**config.mk**
```make
export PLATFORM = sky130hd
export DESIGN_NAME = coh_inv_classifier
export DESIGN_NICKNAME = d
export VERILOG_FILES = /design/src/rtl/coh_cls_pkg.sv /design/src/rtl/coh_sat_cnt.sv /design/src/rtl/coh_line_tracker.sv /design/src/rtl/coh_inv_classifier.sv
export SDC_FILE = /design/constraint.sdc
export NUM_CORES = 2
export LEC_CHECK = 0
export BUFFER_PORTS_ARGS = -buffer_cell sky130_fd_sc_hd__buf_2
export CORE_MARGIN = 2
export CORE_UTILIZATION = 40
export DETAILED_ROUTE_END_ITERATION = 12
export PLACE_DENSITY_LB_ADDON = 0.15
export SYNTH_ARGS = -nofsm -noshare
export SYNTH_HDL_FRONTEND = slang
export SYNTH_SLANG_ARGS = --single-unit
```
**constraint.sdc**
```tcl
create_clock -name clk -period 5.95 [get_ports clk]
set_input_delay 1.19 -clock clk [delete_from_list [all_inputs] [get_ports clk]]
set_output_delay 1.19 -clock clk [all_outputs]
set_load 0.005 [all_outputs]
```
**src/rtl/coh_cls_pkg.sv**
```systemverilog
package coh_cls_pkg;

    localparam int NUM_CNT = 9;

    typedef enum logic [3:0] {
        CNT_MISS          = 4'd0,
        CNT_COH_MISS      = 4'd1,
        CNT_INR_TRUE_OPEN = 4'd2,
        CNT_INR_TRUE_LOCK = 4'd3,
        CNT_XR_TRUE       = 4'd4,
        CNT_INR_FALSE     = 4'd5,
        CNT_XR_FALSE      = 4'd6,
        CNT_LINK_TRUE     = 4'd7,
        CNT_LINK_FALSE    = 4'd8
    } cnt_sel_e;

endpackage

```
**src/rtl/coh_sat_cnt.sv**
```systemverilog
module coh_sat_cnt #(
    parameter int W = 32
) (
    input  logic         clk,
    input  logic         rst_n,
    input  logic         clr,
    input  logic         inc,
    output logic [W-1:0] q
);

    localparam logic [W-1:0] CNT_MAX = {W{1'b1}};

    typedef struct packed {
        logic [W-1:0] cnt;
    } cnt_state_t;

    cnt_state_t st_d, st_q;

    always_comb begin
        st_d = st_q;
        if (clr) begin
            st_d.cnt = '0;
        end else if (inc && st_q.cnt != CNT_MAX) begin
            st_d.cnt = st_q.cnt + 1'b1;
        end
    end

    always_ff @(posedge clk or negedge rst_n) begin
        if (!rst_n) begin
            st_q <= '0;
        end else begin
            st_q <= st_d;
        end
    end

    assign q = st_q.cnt;

    assert_sat_hold_R11: assert property (@(posedge clk) disable iff (!rst_n)
        ($past(q) == CNT_MAX && !$past(clr)) |-> q == CNT_MAX);

    assert_single_step_R11: assert property (@(posedge clk) disable iff (!rst_n)
        !$past(clr) |-> (q == $past(q) || q == $past(q) + 1'b1));

    assert_clear_zero_R12: assert property (@(posedge clk) disable iff (!rst_n)
        $past(clr) |-> q == '0);

endmodule

```
**src/rtl/coh_line_tracker.sv**
```systemverilog
module coh_line_tracker
    import coh_cls_pkg::*;
#(
    parameter int LINE_W  = 16,
    parameter int ENTRIES = 16,
    parameter int WORDS   = 8,
    localparam int IDX_W  = $clog2(ENTRIES),
    localparam int TAG_W  = LINE_W - IDX_W,
    localparam int WIDX_W = $clog2(WORDS)
) (
    input  logic               clk,
    input  logic               rst_n,
    input  logic               acc_valid,
    input  logic [LINE_W-1:0]  acc_line,
    input  logic [WIDX_W-1:0]  acc_word,
    input  logic               acc_hit,
    input  logic               acc_locked,
    input  logic               inv_valid,
    input  logic [LINE_W-1:0]  inv_line,
    input  logic [WIDX_W-1:0]  inv_word,
    input  logic               sync_pulse,
    output logic [NUM_CNT-1:0] ev
);

    typedef struct packed {
        logic             vld;
        logic             lost;
        logic             lost_true;
        logic             inreg;
        logic             lockd;
        logic [WORDS-1:0] mask;
        logic [TAG_W-1:0] tag;
    } entry_t;

    typedef struct packed {
        entry_t [ENTRIES-1:0] tbl;
    } trk_state_t;

    trk_state_t st_d, st_q;

    logic [IDX_W-1:0] acc_idx, inv_idx;
    logic [TAG_W-1:0] acc_tag, inv_tag;
    entry_t           inv_e, acc_e;
    logic             inv_hit_line, inv_true;

    assign acc_idx = acc_line[IDX_W-1:0];
    assign acc_tag = acc_line[LINE_W-1:IDX_W];
    assign inv_idx = inv_line[IDX_W-1:0];
    assign inv_tag = inv_line[LINE_W-1:IDX_W];

    always_comb begin
        st_d         = st_q;
        ev           = '0;
        inv_e        = st_q.tbl[inv_idx];
        inv_hit_line = inv_e.vld && !inv_e.lost && (inv_e.tag == inv_tag);
        inv_true     = inv_e.mask[inv_word];

        // remote invalidation is applied first
        if (inv_valid && inv_hit_line) begin
            if (inv_true) begin
                if (inv_e.inreg) begin
                    ev[inv_e.lockd ? CNT_INR_TRUE_LOCK : CNT_INR_TRUE_OPEN] = 1'b1;
                end else begin
                    ev[CNT_XR_TRUE] = 1'b1;
                end
            end else begin
                ev[inv_e.inreg ? CNT_INR_FALSE : CNT_XR_FALSE] = 1'b1;
            end
            inv_e.lost      = 1'b1;
            inv_e.lost_true = inv_true;
            inv_e.mask      = '0;
            inv_e.inreg     = 1'b0;
            st_d.tbl[inv_idx] = inv_e;
        end

        // local access sees the post-invalidation state
        acc_e = st_d.tbl[acc_idx];
        if (acc_valid) begin
            if (!acc_hit) begin
                ev[CNT_MISS] = 1'b1;
            end
            if (acc_e.vld && acc_e.tag == acc_tag) begin
                if (acc_e.lost) begin
                    if (!acc_hit) begin
                        ev[CNT_COH_MISS] = 1'b1;
                        ev[acc_e.lost_true ? CNT_LINK_TRUE : CNT_LINK_FALSE] = 1'b1;
                    end
                    acc_e.lost = 1'b0;
                    acc_e.mask = '0;
                end
            end else begin
                acc_e     = '0;
                acc_e.vld = 1'b1;
                acc_e.tag = acc_tag;
            end
            acc_e.mask[acc_word] = 1'b1;
            acc_e.inreg          = 1'b1;
            acc_e.lockd          = acc_locked;
            st_d.tbl[acc_idx]    = acc_e;
        end

        // a sync pulse closes the region after this cycle's events
        if (sync_pulse) begin
            for (int i = 0; i < ENTRIES; i++) begin
                st_d.tbl[i].inreg = 1'b0;
            end
        end
    end

    always_ff @(posedge clk or negedge rst_n) begin
        if (!rst_n) begin
            st_q <= '0;
        end else begin
            st_q <= st_d;
        end
    end

    assert_coh_is_miss_R8: assert property (@(posedge clk) disable iff (!rst_n)
        ev[CNT_COH_MISS] |-> ev[CNT_MISS]);

    assert_one_link_R8: assert property (@(posedge clk) disable iff (!rst_n)
        $countones(ev[CNT_LINK_FALSE:CNT_LINK_TRUE]) == (ev[CNT_COH_MISS] ? 1 : 0));

    assert_one_class_R4: assert property (@(posedge clk) disable iff (!rst_n)
        $onehot0(ev[CNT_XR_FALSE:CNT_INR_TRUE_OPEN]));

    assert_inv_then_miss_R8: assert property (@(posedge clk) disable iff (!rst_n)
        ($past(|ev[CNT_XR_FALSE:CNT_INR_TRUE_OPEN]) && !$past(acc_valid)
         && acc_valid && !acc_hit && !inv_valid && acc_line == $past(inv_line))
        |-> ev[CNT_COH_MISS]);

endmodule

```
**src/rtl/coh_inv_classifier.sv**
```systemverilog
module coh_inv_classifier
    import coh_cls_pkg::*;
#(
    parameter int LINE_W  = 16,
    parameter int ENTRIES = 16,
    parameter int WORDS   = 8,
    parameter int CNT_W   = 32,
    localparam int WIDX_W = $clog2(WORDS)
) (
    input  logic              clk,
    input  logic              rst_n,
    input  logic              clr,
    input  logic              acc_valid,
    input  logic [LINE_W-1:0] acc_line,
    input  logic [WIDX_W-1:0] acc_word,
    input  logic              acc_hit,
    input  logic              acc_locked,
    input  logic              inv_valid,
    input  logic [LINE_W-1:0] inv_line,
    input  logic [WIDX_W-1:0] inv_word,
    input  logic              sync_pulse,
    input  logic [3:0]        rd_addr,
    output logic [CNT_W-1:0]  rd_data
);

    logic [NUM_CNT-1:0] ev;
    logic [CNT_W-1:0]   cnt_val [NUM_CNT];

    coh_line_tracker #(
        .LINE_W (LINE_W),
        .ENTRIES(ENTRIES),
        .WORDS  (WORDS)
    ) u_trk (
        .clk       (clk),
        .rst_n     (rst_n),
        .acc_valid (acc_valid),
        .acc_line  (acc_line),
        .acc_word  (acc_word),
        .acc_hit   (acc_hit),
        .acc_locked(acc_locked),
        .inv_valid (inv_valid),
        .inv_line  (inv_line),
        .inv_word  (inv_word),
        .sync_pulse(sync_pulse),
        .ev        (ev)
    );

    for (genvar g = 0; g < NUM_CNT; g++) begin : g_cnt
        coh_sat_cnt #(.W(CNT_W)) u_cnt (
            .clk  (clk),
            .rst_n(rst_n),
            .clr  (clr),
            .inc  (ev[g]),
            .q    (cnt_val[g])
        );
    end

    always_comb begin
        rd_data = '0;
        if (int'(rd_addr) < NUM_CNT) begin
            rd_data = cnt_val[rd_addr];
        end
    end

    assert_miss_counts_R7: assert property (@(posedge clk) disable iff (!rst_n)
        ($past(acc_valid) && !$past(acc_hit) && !$past(clr)
         && $past(cnt_val[0]) != {CNT_W{1'b1}})
        |-> cnt_val[0] == $past(cnt_val[0]) + 1'b1);

endmodule

```
==> out/qor.yml <==
finalSetupViolCount: 0
power.density_nw_per_um2: 285
cap_violations: 0
ys_types: 83
finalCriticalPeriod_ns: 5.59
required_ns: 6.48
crit_path_start_kind: "primary input"
hpwl_um: 96400
fin_ws_ns: 0.357
route.detailed.drc: 0
yosysSeqAreaShare: 0.437
via_per_inst: 6.11
ff2ff_setup_slack_ns: 1.07
synth.cell_area_um2: 39400
holdCritPathClass: "flip-flop to flip-flop"
dp_cells: 5371
synthMuxAreaShare: 0.162
synth_top_area_frac: 0.437
wire_per_inst_um: 26.2
rows: 115
slew-limit-headroom: 0.240
cp_max_fo: 43
finalPower_mw: 12.8
rsz0062_at_grt: "false"
core_um2: 98000
crit_chain: "buf_2 > buf_4 > buf_4 > mux4_2 > nand2_1 > nand4_1 > a21oi_1 > o211ai_1 > buf_12 > nor4_1 > buf_4 > mux2i_1 > o221ai_1 > a211o_1 > nand4b_1 > buf_12 > nor3_1 > mux2_2"
maxSlewViolCount: 0
power_frac_seq: 0.440
syn_area_per_cell_um2: 9.59
yosys_warnings: 0
cts_hold_buf: 0
start_util: 0.402
chipHeight_um: 318
ant_nets: 0
seq_area_um2: 17200
grt_max_degree: 145
synth_top_family_by_area: "simple AND/OR/NAND/NOR gates"
fin_skew_ns: 0.0279
grt_pass1_vias: 32561
grtUsageTotal: 0.283
crit_family: "buffers and inverters"
critPathCaptureType: "flip-flop"
post-route-period-util: 0.940
max-vdd-ir-drop_mv: 0.200
nNetsFinal: 4225
multiInputGateArea_um2: 20700
synth_flop_cell: "dfrtp_1"
combPwrFrac: 0.157
crit_type: "primary input to flip-flop"
areaGrowthSynthToFinish_pct: 13.8
yosys.area_share.simple: 0.200
io_buffers: 81
ys_top_cells_by_area: "dfrtp_1 (44%), mux4_2 (11%), nand2_1 (7.0%)"
die_area_um2: 101000
worstPathArrival_ns: 6.12
dieWidth_um: 318
yosysTopAreaCell: "dfrtp_1"
drt-total-wl_um: 144000
syn_nets: 4168
power.switching_mw: 3.68
drtIter0Drc: 3738
holdWs_ns: 0.473
synth_fa_ha_area_frac: 0.00286
worst_pin_slew_ns: 1.14
clkSinkCount: 688
syn_inst: 4109
grt_pass1_wl_um: 217000
cts_setup_buffers: 0
power_frac_clock: 0.403
num_vias: 33710
worst_path_largest_cell_delay_ns: 0.41
synth_common_cells: "nand2_1 (740), dfrtp_1 (688), a21oi_1 (350)"
final_cells: 5519
path_clk_slew_ns: 0.06
clockRootBuffer: "clkbuf_16"
swShare: 0.288
io_pins: 82
cp_common_cell: "buf_4"
final_cell_area_um2: 44900
intPower_mw: 9.12
num-fill-cells: 9287
max_clock_freq_ghz: 0.179
drive_gt1_frac: 0.173
dpl_cell_area_um2: 42200
overflow: 0
preCtsSetupSlack_ns: -0.129
p_leak_nw: 18.9
cts_resized: 0
firstDrtPassIters: 6
crit_buf_inv: 6
cts-htree-levels: 3
cpMaxStageDelayCell: "buf_4"
hold_viol: 0
cts_buffer_depth: 3
cts_buffers: 80
synthArstFlopShare: 1.00
antenna_found_initial: 5
gp_congestion: 0.952
ys_ff_latch: 688
insertion_delay_ns: 0.66
cts_tree: "built"
synth_compound_gate_area_share: 0.121
synth_edf_count: 0
outcome: "completed"
synth_xor_xnor_area_share: 0.0375
synth.most_common_cell: "nand2_1"
sequential cells by signal, summed over array words and instances (netlist names):
name	flops
u_trk.st_q	400
g_cnt.u_cnt.q	288
path summary, 6_finish.rpt:
check	start	endpoint	cells past startpoint
min reg2reg	u_trk.st_q[270]	u_trk.st_q[270]	2
min in group asynchronous	rst_n	g_cnt[4].u_cnt.q[21]	1
max	inv_line[2]	g_cnt[8].u_cnt.q[29]	18
min	u_trk.st_q[270]	u_trk.st_q[270]	2
max reg2reg	u_trk.st_q[285]	g_cnt[8].u_cnt.q[29]	14
max in group asynchronous	rst_n	u_trk.st_q[339]	2
layout make-up:
class / instances / share of cell area
Multi-Input combinational cell: 3041 / 0.462
Sequential cell: 688 / 0.384
Timing Repair Buffer: 288 / 0.0523
Clock buffer: 109 / 0.0509
Tap cell: 1287 / 0.0359
Clock inverter: 37 / 0.00934
Inverter: 67 / 0.00561
Antenna cell: 2 / 0.000112
kinds of logic (layout without fill, tap and decap cells):
kind of cell    after synthesis  count (layout)
simple gates               1675            1675
compound gates              797             797
buf+inv                     380             501
other cells                   0               2
flops                       688             688
fa+ha+maj                     9               9
xor+xnor                    168             168
mux                         392             392
worst min-delay path, stage by stage (launching register included):
cell	delay, ns
dfrtp_1	0.34
nand2_1	0.05
nand2_1	0.05
per-layer routing:
layer / up-vias / global-route usage / wire, µm
li1: 14942 / - / -
met1: 16884 / 0.396 / 62000
met2: 1534 / 0.437 / 65400
met3: 350 / 0.0456 / 10600
met4: 0 / 0.117 / 6330
met5: - / 0 / 0
metrics by stage:
stage / utilization / setup TNS, ns
2_1_floorplan: - / 0
3_3_place_gp: 0.430 / -0.253
3_5_place_dp: 0.430 / -0.936
4_1_cts: 0.458 / 0
5_1_grt: 0.458 / 0
6_report: 0.458 / 0
placed cells by master (no fill, tap or decap), types with 81 or more instances in the layout:
cell type  synthesis  routed
or3_1            117     117
mux2i_1          143     143
nand2_1          740     740
mux4_2           191     191
nor2_1           289     281
buf_4             19     183
nand3_1          171     171
o21ai_0          169     169
xor2_1            87      87
a31oi_1           89      89
clkbuf_16          0      81
a21oi_1          350     350
dfrtp_1          688     688
power by group through the flow:
stage / Clock (mW) / Sequential [mW] / Combinational (mW)
after global routing: 5.43 / 5.68 / 2.19
final: 5.16 / 5.63 / 2.01
after floorplan: 0 / 5.53 / 1.41
after global placement: 0 / 5.69 / 1.97
after CTS: 5.25 / 5.61 / 1.99
after detailed placement: 0 / 5.69 / 1.99
No activity file was read; power rests on OpenSTA's default activity.
